--- config.mk ---
export PLATFORM = sky130hd
export DESIGN_NAME = dsp_mem_readout
export DESIGN_NICKNAME = d
export VERILOG_FILES = /design/src/rtl/dsp_rd_pkg.sv /design/src/rtl/dsp_rd_rom.sv /design/src/rtl/dsp_rd_fmt.sv /design/src/rtl/dsp_rd_decode.sv /design/src/rtl/dsp_mem_readout.sv
export SDC_FILE = /design/constraint.sdc
export NUM_CORES = 1
export LEC_CHECK = 0
export BUFFER_PORTS_ARGS = -buffer_cell sky130_fd_sc_hd__buf_2
export CORE_AREA = 2 2 102 177
export DETAILED_ROUTE_END_ITERATION = 12
export DIE_AREA = 0 0 104 179
export GPL_ROUTABILITY_DRIVEN = 0
export PLACE_DENSITY_LB_ADDON = 0.05
export RECOVER_POWER = 100
export SLEW_MARGIN = 30
export SYNTH_ARGS = -nofsm -noshare
export SYNTH_HDL_FRONTEND = slang
export SYNTH_HIERARCHICAL = 1
export SYNTH_SLANG_ARGS = --single-unit
--- constraint.sdc ---
create_clock -name clk_i -period 4.2 [get_ports clk_i]
set_clock_uncertainty 0.05 [all_clocks]
set_input_delay 0 -clock clk_i [delete_from_list [all_inputs] [get_ports clk_i]]
set_output_delay 0 -clock clk_i [all_outputs]
set_load 0.005 [all_outputs]
--- src/rtl/dsp_rd_pkg.sv ---
package dsp_rd_pkg;

  localparam logic [7:0] CMD_PRAM  = 8'h38;
  localparam logic [7:0] CMD_CRAM  = 8'h34;
  localparam logic [7:0] CMD_OFR   = 8'h32;
  localparam logic [7:0] CMD_CTRL  = 8'h40;
  localparam logic [7:0] CMD_PWR   = 8'h50;
  localparam logic [7:0] CMD_ID    = 8'h60;
  localparam logic [7:0] ID_CODE   = 8'h19;

  localparam logic [15:0] PRAM_SALT = 16'h5A3C;
  localparam logic [15:0] CRAM_SALT = 16'hC3A5;
  localparam logic [15:0] OFR_SALT  = 16'h0F96;

  typedef enum logic [2:0] {
    TGT_PRAM, TGT_CRAM, TGT_OFR, TGT_CTRL, TGT_PWR, TGT_ID, TGT_BAD
  } tgt_e;

  typedef enum logic [2:0] {
    S_CMD, S_AH, S_AL, S_WAIT, S_RSP
  } st_e;

  // model content of the storage arrays
  function automatic logic [47:0] rom_pat(logic [15:0] a, logic [15:0] salt);
    logic [15:0] x;
    x = a ^ salt;
    return {x, ~x, x};
  endfunction

endpackage

--- src/rtl/dsp_rd_rom.sv ---
module dsp_rd_rom
  import dsp_rd_pkg::*;
#(
  parameter int          AW   = 12,
  parameter int          DW   = 36,
  parameter logic [15:0] SALT = 16'h0
) (
  input  logic          clk_i,
  input  logic          rst_ni,
  input  logic          rd_i,
  input  logic [15:0]   addr_i,
  output logic [DW-1:0] data_o
);
  localparam logic [15:0] AMASK = 16'((32'd1 << AW) - 1);

  logic [15:0] addr_m;
  assign addr_m = addr_i & AMASK;

  always_ff @(posedge clk_i or negedge rst_ni) begin
    if (!rst_ni)   data_o <= '0;
    else if (rd_i) data_o <= DW'(rom_pat(addr_m, SALT));
  end
endmodule

--- src/rtl/dsp_rd_fmt.sv ---
// Places a word into NB bytes (left or right justified), then at the top of the staging buffer.
module dsp_rd_fmt #(
  parameter int DW = 36,
  parameter int NB = 5,
  parameter bit LJ = 1'b0,
  parameter int BW = 40
) (
  input  logic [DW-1:0] word_i,
  output logic [BW-1:0] buf_o
);
  localparam int FW = 8 * NB;

  logic [FW-1:0] field;

  generate
    if (LJ) begin : g_left
      assign field = {word_i, {(FW-DW){1'b0}}};
    end else begin : g_right
      assign field = {{(FW-DW){1'b0}}, word_i};
    end
  endgenerate

  assign buf_o = BW'(field) << (BW - FW);
endmodule

--- src/rtl/dsp_rd_decode.sv ---
module dsp_rd_decode
  import dsp_rd_pkg::*;
#(
  parameter int NCTRL   = 8,
  parameter int NPWR    = 2,
  parameter int PRAM_NB = 5,
  parameter int CRAM_NB = 3,
  parameter int OFR_NB  = 3,
  parameter int CNT_W   = 3
) (
  input  logic [7:0]       cmd_i,
  input  logic             dl_ready_i,
  input  logic             dsp_run_i,
  output tgt_e             tgt_o,
  output logic             need_addr_o,
  output logic             deny_o,
  output logic [CNT_W-1:0] len_o
);
  logic is_mem;

  always_comb begin
    tgt_o = TGT_BAD;
    if (cmd_i == CMD_PRAM)      tgt_o = TGT_PRAM;
    else if (cmd_i == CMD_CRAM) tgt_o = TGT_CRAM;
    else if (cmd_i == CMD_OFR)  tgt_o = TGT_OFR;
    else if (cmd_i == CMD_ID)   tgt_o = TGT_ID;
    else if (int'(cmd_i) >= int'(CMD_CTRL) && int'(cmd_i) < int'(CMD_CTRL) + NCTRL)
      tgt_o = TGT_CTRL;
    else if (int'(cmd_i) >= int'(CMD_PWR) && int'(cmd_i) < int'(CMD_PWR) + NPWR)
      tgt_o = TGT_PWR;
  end

  assign is_mem      = (tgt_o == TGT_PRAM) || (tgt_o == TGT_CRAM) || (tgt_o == TGT_OFR);
  assign need_addr_o = is_mem;
  assign deny_o      = (tgt_o == TGT_BAD) || (is_mem && !(dl_ready_i && !dsp_run_i));

  always_comb begin
    unique case (tgt_o)
      TGT_PRAM: len_o = CNT_W'(PRAM_NB);
      TGT_CRAM: len_o = CNT_W'(CRAM_NB);
      TGT_OFR:  len_o = CNT_W'(OFR_NB);
      default:  len_o = CNT_W'(1);
    endcase
  end
endmodule

--- src/rtl/dsp_mem_readout.sv ---
module dsp_mem_readout
  import dsp_rd_pkg::*;
#(
  parameter int PRAM_AW = 12,
  parameter int PRAM_DW = 36,
  parameter int PRAM_NB = 5,
  parameter int CRAM_AW = 11,
  parameter int CRAM_DW = 20,
  parameter int CRAM_NB = 3,
  parameter int OFR_AW  = 5,
  parameter int OFR_DW  = 15,
  parameter int OFR_NB  = 3,
  parameter int NCTRL   = 8,
  parameter int NPWR    = 2
) (
  input  logic           clk_i,
  input  logic           rst_ni,
  input  logic           dl_ready_i,
  input  logic           dsp_run_i,
  input  logic [8*NCTRL-1:0] ctrl_regs_i,
  input  logic [8*NPWR-1:0]  pwr_regs_i,
  input  logic           cmd_valid_i,
  input  logic [7:0]     cmd_data_i,
  output logic           cmd_ready_o,
  output logic           rsp_valid_o,
  input  logic           rsp_ready_i,
  output logic [7:0]     rsp_data_o,
  output logic           rsp_last_o,
  output logic           rsp_err_o
);
  localparam int MAX_NB = (PRAM_NB > CRAM_NB)
                        ? ((PRAM_NB > OFR_NB) ? PRAM_NB : OFR_NB)
                        : ((CRAM_NB > OFR_NB) ? CRAM_NB : OFR_NB);
  localparam int BW    = 8 * MAX_NB;
  localparam int CNT_W = $clog2(MAX_NB + 1);
  localparam int CI_W  = (NCTRL > 1) ? $clog2(NCTRL) : 1;
  localparam int PI_W  = (NPWR > 1) ? $clog2(NPWR) : 1;

  st_e              state_q;
  tgt_e             tgt_q, tgt_d;
  logic             err_q, deny_d, need_addr_d;
  logic [CNT_W-1:0] cnt_q, len_d;
  logic [7:0]       addr_hi_q;
  logic [BW-1:0]    buf_q, mem_buf;
  logic [BW-1:0]    pr_buf, cr_buf, of_buf;
  logic [7:0]       reg_byte;
  logic             cmd_fire, rsp_fire, rd_base;
  logic [15:0]      addr16;
  logic [PRAM_DW-1:0] pr_word;
  logic [CRAM_DW-1:0] cr_word;
  logic [OFR_DW-1:0]  of_word;
  logic [CI_W-1:0]  ci;
  logic [PI_W-1:0]  pi;

  assign cmd_ready_o = (state_q == S_CMD) || (state_q == S_AH) || (state_q == S_AL);
  assign cmd_fire    = cmd_valid_i && cmd_ready_o;
  assign rsp_valid_o = (state_q == S_RSP);
  assign rsp_fire    = rsp_valid_o && rsp_ready_i;
  assign rsp_data_o  = buf_q[BW-1 -: 8];
  assign rsp_last_o  = rsp_valid_o && (cnt_q == CNT_W'(1));
  assign rsp_err_o   = rsp_valid_o && err_q;

  dsp_rd_decode #(
    .NCTRL(NCTRL), .NPWR(NPWR), .PRAM_NB(PRAM_NB), .CRAM_NB(CRAM_NB),
    .OFR_NB(OFR_NB), .CNT_W(CNT_W)
  ) u_dec (
    .cmd_i(cmd_data_i), .dl_ready_i(dl_ready_i), .dsp_run_i(dsp_run_i),
    .tgt_o(tgt_d), .need_addr_o(need_addr_d), .deny_o(deny_d), .len_o(len_d)
  );

  // single-byte sources, picked from the command byte itself
  assign ci = CI_W'(cmd_data_i - CMD_CTRL);
  assign pi = PI_W'(cmd_data_i - CMD_PWR);
  always_comb begin
    unique case (tgt_d)
      TGT_CTRL: reg_byte = ctrl_regs_i[8*ci +: 8];
      TGT_PWR:  reg_byte = pwr_regs_i[8*pi +: 8];
      TGT_ID:   reg_byte = ID_CODE;
      default:  reg_byte = 8'h00;
    endcase
  end

  // read issued on the final address byte
  assign addr16  = {addr_hi_q, cmd_data_i};
  assign rd_base = (state_q == S_AL) && cmd_fire && !err_q;

  dsp_rd_rom #(.AW(PRAM_AW), .DW(PRAM_DW), .SALT(PRAM_SALT)) u_pram (
    .clk_i, .rst_ni, .rd_i(rd_base && tgt_q == TGT_PRAM), .addr_i(addr16), .data_o(pr_word));
  dsp_rd_rom #(.AW(CRAM_AW), .DW(CRAM_DW), .SALT(CRAM_SALT)) u_cram (
    .clk_i, .rst_ni, .rd_i(rd_base && tgt_q == TGT_CRAM), .addr_i(addr16), .data_o(cr_word));
  dsp_rd_rom #(.AW(OFR_AW), .DW(OFR_DW), .SALT(OFR_SALT)) u_ofr (
    .clk_i, .rst_ni, .rd_i(rd_base && tgt_q == TGT_OFR), .addr_i(addr16), .data_o(of_word));

  dsp_rd_fmt #(.DW(PRAM_DW), .NB(PRAM_NB), .LJ(1'b0), .BW(BW)) u_fmt_pr (.word_i(pr_word), .buf_o(pr_buf));
  dsp_rd_fmt #(.DW(CRAM_DW), .NB(CRAM_NB), .LJ(1'b1), .BW(BW)) u_fmt_cr (.word_i(cr_word), .buf_o(cr_buf));
  dsp_rd_fmt #(.DW(OFR_DW),  .NB(OFR_NB),  .LJ(1'b0), .BW(BW)) u_fmt_of (.word_i(of_word), .buf_o(of_buf));

  always_comb begin
    unique case (tgt_q)
      TGT_PRAM: mem_buf = pr_buf;
      TGT_CRAM: mem_buf = cr_buf;
      default:  mem_buf = of_buf;
    endcase
  end

  always_ff @(posedge clk_i or negedge rst_ni) begin
    if (!rst_ni) begin
      state_q   <= S_CMD;
      tgt_q     <= TGT_BAD;
      err_q     <= 1'b0;
      cnt_q     <= '0;
      addr_hi_q <= '0;
      buf_q     <= '0;
    end else begin
      unique case (state_q)
        S_CMD: if (cmd_fire) begin
          tgt_q <= tgt_d;
          err_q <= deny_d;
          cnt_q <= len_d;
          if (need_addr_d) begin
            state_q <= S_AH;
          end else begin
            buf_q   <= deny_d ? '0 : (BW'(reg_byte) << (BW - 8));
            state_q <= S_RSP;
          end
        end
        S_AH: if (cmd_fire) begin
          addr_hi_q <= cmd_data_i;
          state_q   <= S_AL;
        end
        S_AL: if (cmd_fire) state_q <= S_WAIT;
        S_WAIT: begin
          buf_q   <= err_q ? '0 : mem_buf;
          state_q <= S_RSP;
        end
        S_RSP: if (rsp_fire) begin
          buf_q <= buf_q << 8;
          cnt_q <= cnt_q - CNT_W'(1);
          if (cnt_q == CNT_W'(1)) state_q <= S_CMD;
        end
        default: state_q <= S_CMD;
      endcase
    end
  end

  p_hold_r12: assert property (@(posedge clk_i) disable iff (!rst_ni)
    rsp_valid_o && !rsp_ready_i |=> rsp_valid_o && $stable(rsp_data_o) && $stable(rsp_last_o));

  p_no_overlap_r11: assert property (@(posedge clk_i) disable iff (!rst_ni)
    !(cmd_ready_o && rsp_valid_o));

  p_err_zero_r6: assert property (@(posedge clk_i) disable iff (!rst_ni)
    rsp_err_o |-> rsp_data_o == 8'h00);

  p_last_frees_r10: assert property (@(posedge clk_i) disable iff (!rst_ni)
    rsp_valid_o && rsp_ready_i && rsp_last_o |=> cmd_ready_o && !rsp_valid_o);

  p_rd_wait_r11: assert property (@(posedge clk_i) disable iff (!rst_ni)
    rd_base |=> !rsp_valid_o ##1 rsp_valid_o);

  p_flags_qual_r10: assert property (@(posedge clk_i) disable iff (!rst_ni)
    (rsp_last_o || rsp_err_o) |-> rsp_valid_o);

endmodule

==> impl_metrics.env, run 1 <==
export IMPL_critical_path_max_stage_delay_ns=1.18
export IMPL_reg2regPathDepth=5
export IMPL_via_per_inst=5.13
export IMPL_place_area_um2=7140
export IMPL_pwr_share_seq_pct=42.0
export IMPL_final_seq_area_um2=2530
export IMPL_clock_power_share_pct=32.0
export IMPL_ys_warn_count=6
export IMPL_cts_sinks=101
export IMPL_cp_num_buf_inv=1
export IMPL_clk_pin_slew_worst_paths_ns=0.07
export IMPL_crit_fanout=36
export IMPL_coreArea_um2=17300
export IMPL_min_from="cmd_data_i[3]"
export IMPL_drt_total_wl_mm=18.5
export IMPL_cts_root_buffer="clkbuf_16"
export IMPL_hpwl_mm=13.0
export IMPL_maxCapViolCount=2
export IMPL_grt_usage_pct=20.6
export IMPL_min_period_ns=3.22
export IMPL_instances_no_fill=968
export IMPL_post_drt_wl_per_cell_um=19.1
export IMPL_hold_path_end="u_cram/data_o[19]"
export IMPL_final_nets=829
export IMPL_slew_violations=107
export IMPL_ant_nets=0
export IMPL_cts_tree="done"
export IMPL_cp_cell_sequence="clkbuf_1 -> nor3b_2 -> nor3_1 -> a221oi_1 -> a31oi_1"
export IMPL_rsz0062_at_grt="no"
export IMPL_clock_path_buffers=2
export IMPL_hold_path_class="primary input to flop"
export IMPL_max_slew_worst_pin_slew_ns=1.84
export IMPL_firstDrtPassIters=4
export IMPL_max_slew_margin_pct=-22.4
export IMPL_start_kind="flop"
export IMPL_powerDensity_nw_per_um2=360
export IMPL_cp_required_ns=4.36
export IMPL_post_route_util_pct=42.4
export IMPL_grt_pass1_vias=5203
export IMPL_hold_violations=0
export IMPL_cts_setup_buffers=0
export IMPL_start_util_pct=43.1
export IMPL_grt_first_pass_wirelength_mm=29.4
export IMPL_dieArea_um2=18600
export IMPL_final_area_um2=7330
export IMPL_p_leak_nw=3.17
export IMPL_worstPathArrival_ns=3.38
export IMPL_antennaDiodeCount=0
export IMPL_io_pins=106
export IMPL_clk_latency_ns=0.35
export IMPL_mostFrequentLayoutCells="98 x dfrtp_1, 94 x buf_2, 62 x conb_1, 56 x mux2i_1, 49 x inv_1"
export IMPL_fin_tns_setup_ns=0
export IMPL_slowest_stage="clkbuf_1"
export IMPL_drive_gt1_share_pct=25.9
export IMPL_multiInputGateArea_um2=3370
export IMPL_setup_violations=0
export IMPL_die_h_um=179
export IMPL_ir_drop_mv=0.186
export IMPL_crit_type="flop to flop"
export IMPL_min_period_over_period_pct=76.8
export IMPL_portBuffers=105
export IMPL_drc=0
export IMPL_r2r_end="buf_q[36]"
export IMPL_area_delta_synth_final_pct=-1.60
export IMPL_final_common_cell="dfrtp_1"
export IMPL_comb_power_share_pct=26.0
export IMPL_worstSetupEndpointType="flop"
export IMPL_cp_top_family="buffers and inverters"
export IMPL_synthCells=742
export IMPL_r2r_start="state_q[2]"
export IMPL_p_sw_share_pct=32.2
export IMPL_holdPathStages=2
export IMPL_rows=64
export IMPL_rrSetupSlack_ns=0.98
export IMPL_outcome="finished with violations"
export IMPL_power_mw=2.64
export IMPL_drtIter0Drc=253
export IMPL_dp_cells=946
export IMPL_fill_cells=1767
export IMPL_vias=4964
export IMPL_grt_overflow_total=0
export IMPL_cts_buffers=9
export IMPL_ctsResizeCount=0
export IMPL_syn_avg_cell_area_um2=10.0
export IMPL_internal_power_mw=1.79
export IMPL_die_w_um=104
export IMPL_syn_area_um2=7450
export IMPL_fmax_mhz=310
export IMPL_antenna_found_initial=0
export IMPL_p_switching_mw=0.850
export IMPL_h_tree_depth=3
export IMPL_violations="capacitance limit, slew limit"
export IMPL_grt_max_degree=70
[per-layer routing]
metal | up-vias | wire [µm] | track usage (%)
met1 | 2427 | 7480 | 23.4
li1 | 2384 | - | -
met2 | 129 | 9870 | 39.1
met4 | 0 | 517 | 7.38
met5 | - | 0 | 0
met3 | 24 | 641 | 2.80
[layout make-up]
cell class                 instances  share of cell area (%)
multi-input combinational        447                    45.9
sequential                       101                    34.5
timing repair buffer             125                    9.15
tap                              231                    3.94
clock buffer                      10                    3.12
inverter                          49                    2.51
clock inverter                     5                   0.819
[power groups by stage]
stage / Sequential (mW) / Combinational [mW] / Clock [mW]
finish: 1.11 / 0.684 / 0.844
global route: 1.12 / 0.754 / 0.912
CTS: 1.11 / 0.725 / 0.874
detailed placement: 1.13 / 0.719 / 0
global placement: 1.12 / 0.708 / 0
floorplan: 1.11 / 0.605 / 0
[worst max-delay path by stage]
stage / depth (start not counted) / start / slack (ns) / end
final: 5 / state_q[2] / 0.98 / buf_q[36]
after global routing: 5 / state_q[2] / 0.75 / buf_q[2]
after floorplan: 7 / state_q[0] / 2.12 / u_pram/data_o[10]
after CTS: 9 / cmd_data_i[4] / 1.54 / buf_q[35]
after detailed placement: 9 / cmd_data_i[1] / 1.38 / buf_q[35]
after global placement: 9 / cmd_data_i[1] / 1.49 / buf_q[36]
[registers in the layout (all words and copies together), names as in the netlist]
register / count
buf_q: 40
u_pram/data_o: 25
u_cram/data_o: 16
u_ofr/data_o: 6
addr_hi_q: 4
cnt_q: 3
state_q: 3
tgt_q: 3
err_q: 1
[timing repair]
item | CTS | global route
endpoints found under the setup margin | 0 | 0
endpoints found under the hold margin | 76 | 0
hold buffers | 7 | 0
[metrics by stage]
step | setup WS (ns) | hold WS, ns
detailed placement | 1.38 | 0.158
CTS | 1.54 | 0.0101
finish | 0.976 | 0.0141
global route | 0.755 | 0.0140
global placement | 1.49 | 0.159
floorplan | 2.12 | -0.346
(Power assumes the default switching activity.)
==> run 2: changes to the inputs <==
--- a/config.mk
+++ b/config.mk
@@ -5,10 +5,11 @@
 export SDC_FILE = /design/constraint.sdc
 export NUM_CORES = 1
 export LEC_CHECK = 0
+export ABC_AREA = 1
 export BUFFER_PORTS_ARGS = -buffer_cell sky130_fd_sc_hd__buf_2
-export CORE_AREA = 2 2 102 177
+export CORE_AREA = 2 2 104 181
 export DETAILED_ROUTE_END_ITERATION = 12
-export DIE_AREA = 0 0 104 179
+export DIE_AREA = 0 0 106 183
 export GPL_ROUTABILITY_DRIVEN = 0
 export PLACE_DENSITY_LB_ADDON = 0.05
 export RECOVER_POWER = 100
==> constraint.sdc (replaced) <==
create_clock -name clk_i -period 3.1 [get_ports clk_i]
set_clock_uncertainty 0.05 [all_clocks]
set_input_delay 0 -clock clk_i [delete_from_list [all_inputs] [get_ports clk_i]]
set_output_delay 0 -clock clk_i [all_outputs]
set_load 0.005 [all_outputs]
==> run 2 against run 1 <==
  * The run now ends clean
  * Die area increased by 4.2%
  * Worst setup slack got worse by 0.33 ns
  * Total power increased by 64%
  * Non-clock buffer count increased by 5
  * First-iteration DRC count decreased by 13%
  * Final cell count increased by 42%
  * Global-route usage increased by 0.62 points
  * Flip-flop and latch count unchanged
  * Clock power increased by 39%
  * Critical endpoint is now u_cram/data_o[16]
==> impl_metrics.env, run 2 <==
export IMPL_vias=6240
export IMPL_wl_met3_um=580
export IMPL_drive_gt1_share_pct=15.0
export IMPL_whs_ns=0.0187
export IMPL_outcome="complete, no violations"
export IMPL_final_common_cell="nand2_1"
export IMPL_die_h_um=183
export IMPL_area_delta_synth_final_pct=-0.388
export IMPL_h_tree_depth=3
export IMPL_crit_fanout=12
export IMPL_mostFrequentLayoutCells="447 x nand2_1, 105 x inv_1, 99 x dfrtp_1, 96 x buf_2, 92 x nand3_1"
export IMPL_hold_violations=0
export IMPL_cp_required_ns=3.34
export IMPL_worstPathArrival_ns=2.70
export IMPL_largest_reg_flops=40
export IMPL_setup_violations=0
export IMPL_drc=0
export IMPL_firstDrtPassIters=4
export IMPL_largest_register="buf_q"
export IMPL_clk_pin_slew_worst_paths_ns=0.07
export IMPL_hpwl_mm=13.6
export IMPL_ant_nets=0
export IMPL_start_util_pct=43.1
export IMPL_ys_warn_count=6
export IMPL_fill_cells=2039
export IMPL_min_period_ns=2.46
export IMPL_syn_area_um2=7740
export IMPL_via_per_inst=4.54
export IMPL_crit_type="flop to flop"
export IMPL_final_nets=1230
export IMPL_cts_buffers=9
export IMPL_cts_tree="done"
export IMPL_wl_met2_mm=9.95
export IMPL_rsz0062_at_grt="no"
export IMPL_start_kind="flop"
export IMPL_drtIter0Drc=220
export IMPL_dp_cells=1348
export IMPL_worstSetupEndpointType="flop"
export IMPL_io_pins=106
export IMPL_place_area_um2=7440
export IMPL_ir_drop_mv=0.576
export IMPL_maxCapViolCount=0
export IMPL_max_slew_margin_pct=9.47
export IMPL_powerDensity_nw_per_um2=560
export IMPL_reg_top3="buf_q: 40 flops, u_pram/data_o: 25 flops, u_cram/data_o: 16 flops"
export IMPL_hold_path_class="primary input to flop"
export IMPL_highest_layer="met4"
export IMPL_post_drt_wl_per_cell_um=14.0
export IMPL_grt_max_degree=57
export IMPL_fin_tns_setup_ns=0
export IMPL_fmax_mhz=407
export IMPL_grt_overflow_total=0
export IMPL_grt_pass1_vias=6291
export IMPL_final_area_um2=7710
export IMPL_drt_total_wl_mm=19.3
export IMPL_slew_violations=0
export IMPL_grt_usage_pct=21.2
export IMPL_wl_met1_mm=8.46
export IMPL_dieArea_um2=19400
export IMPL_clk_latency_ns=0.36
export IMPL_portBuffers=105
export IMPL_rows=65
export IMPL_coreArea_um2=18000
export IMPL_syn_avg_cell_area_um2=6.79
export IMPL_cts_root_buffer="clkbuf_16"
export IMPL_p_leak_nw=4.42
export IMPL_synthCells=1140
export IMPL_die_w_um=106
export IMPL_cts_sinks=101
export IMPL_max_slew_worst_pin_slew_ns=1.36
export IMPL_antennaDiodeCount=0
export IMPL_instances_no_fill=1373
export IMPL_grt_first_pass_wirelength_mm=32.4
export IMPL_antenna_found_initial=0
export IMPL_clock_path_buffers=2
export IMPL_min_period_over_period_pct=79.3
run 2: cell count changes in the layout (fill, tap and decap cells not counted), sizes merged, moves of 14 or more:
cell    delta
inv       +64
o221ai    -24
nand3     +92
o21ai     +24
mux4      -16
nand2    +439
a21oi     -14
a22oi     +24
mux2i     -56
nand4     -21
mux2      -41
run 2: path summary, 6_finish.rpt:
| path | startpoint | to | slack [ns] | cells after the start |
|---|---|---|---|---|
| setup / recovery | state_q[2] | u_cram/data_o[16] | 0.64 | 8 |
| hold / removal | dsp_run_i | err_q | 0.02 | 5 |
| setup reg to reg | state_q[2] | u_cram/data_o[16] | 0.64 | 8 |
| hold reg to reg | u_ofr/data_o[4] | u_ofr/data_o[4] | 0.42 | 2 |
| max in group asynchronous | rst_ni | buf_q[14] | 0.91 | 3 |
| min in group asynchronous | rst_ni | u_pram/data_o[7] | 0.41 | 2 |
run 2: final cells by class:
type | instances | area (µm²) | area share (%)
well taps | 234 | 293 | 3.80
repair buffers | 130 | 706 | 9.15
clock inverters | 6 | 62.6 | 0.811
flip-flops and latches | 101 | 2530 | 32.8
clock buffers | 10 | 239 | 3.10
inverters | 117 | 454 | 5.89
multi-input cells | 775 | 3430 | 44.5
run 2: timing repair:
action                    in CTS  in global routing
hold endpoints to repair      72                  0
hold buffers                   9                  0
gates resized for setup        0                  0
setup buffers                  0                  0
run 2: power by group:
group / leakage, nW / internal, mW / switching [mW]
Sequential: 1.37 / 1.54 / 0.166
Clock: 0.152 / 0.647 / 0.527
Combinational: 2.90 / 0.461 / 0.983
run 2: worst max-delay path, stage by stage (launching register included):
cell	delay [ns]
dfrtp_1	0.38
inv_1	0.18
nand3_1	0.20
nor2_1	0.14
nand2_1	0.12
nor3_1	0.83
buf_4	0.36
nand2_1	0.07
nand2_1	0.08
run 2: metrics by stage:
step | setup slack [ns] | power, mW | util [%]
after global placement | 0.894 | 3.29 | 41.4
after CTS | 0.969 | 4.50 | 43.6
after detailed placement | 1.04 | 3.30 | 41.4
after global routing | 0.428 | 4.66 | 42.9
final | 0.641 | 4.32 | 42.9
after floorplan | 1.35 | 3.07 | -
run 2: metal layers:
metal  global-route usage (%)  vias to the layer above
met4                     5.58                        0
met3                     3.06                       13
met2                     39.4                      103
met5                        0                        -
met1                     25.4                     2855
li1                         -                     3269
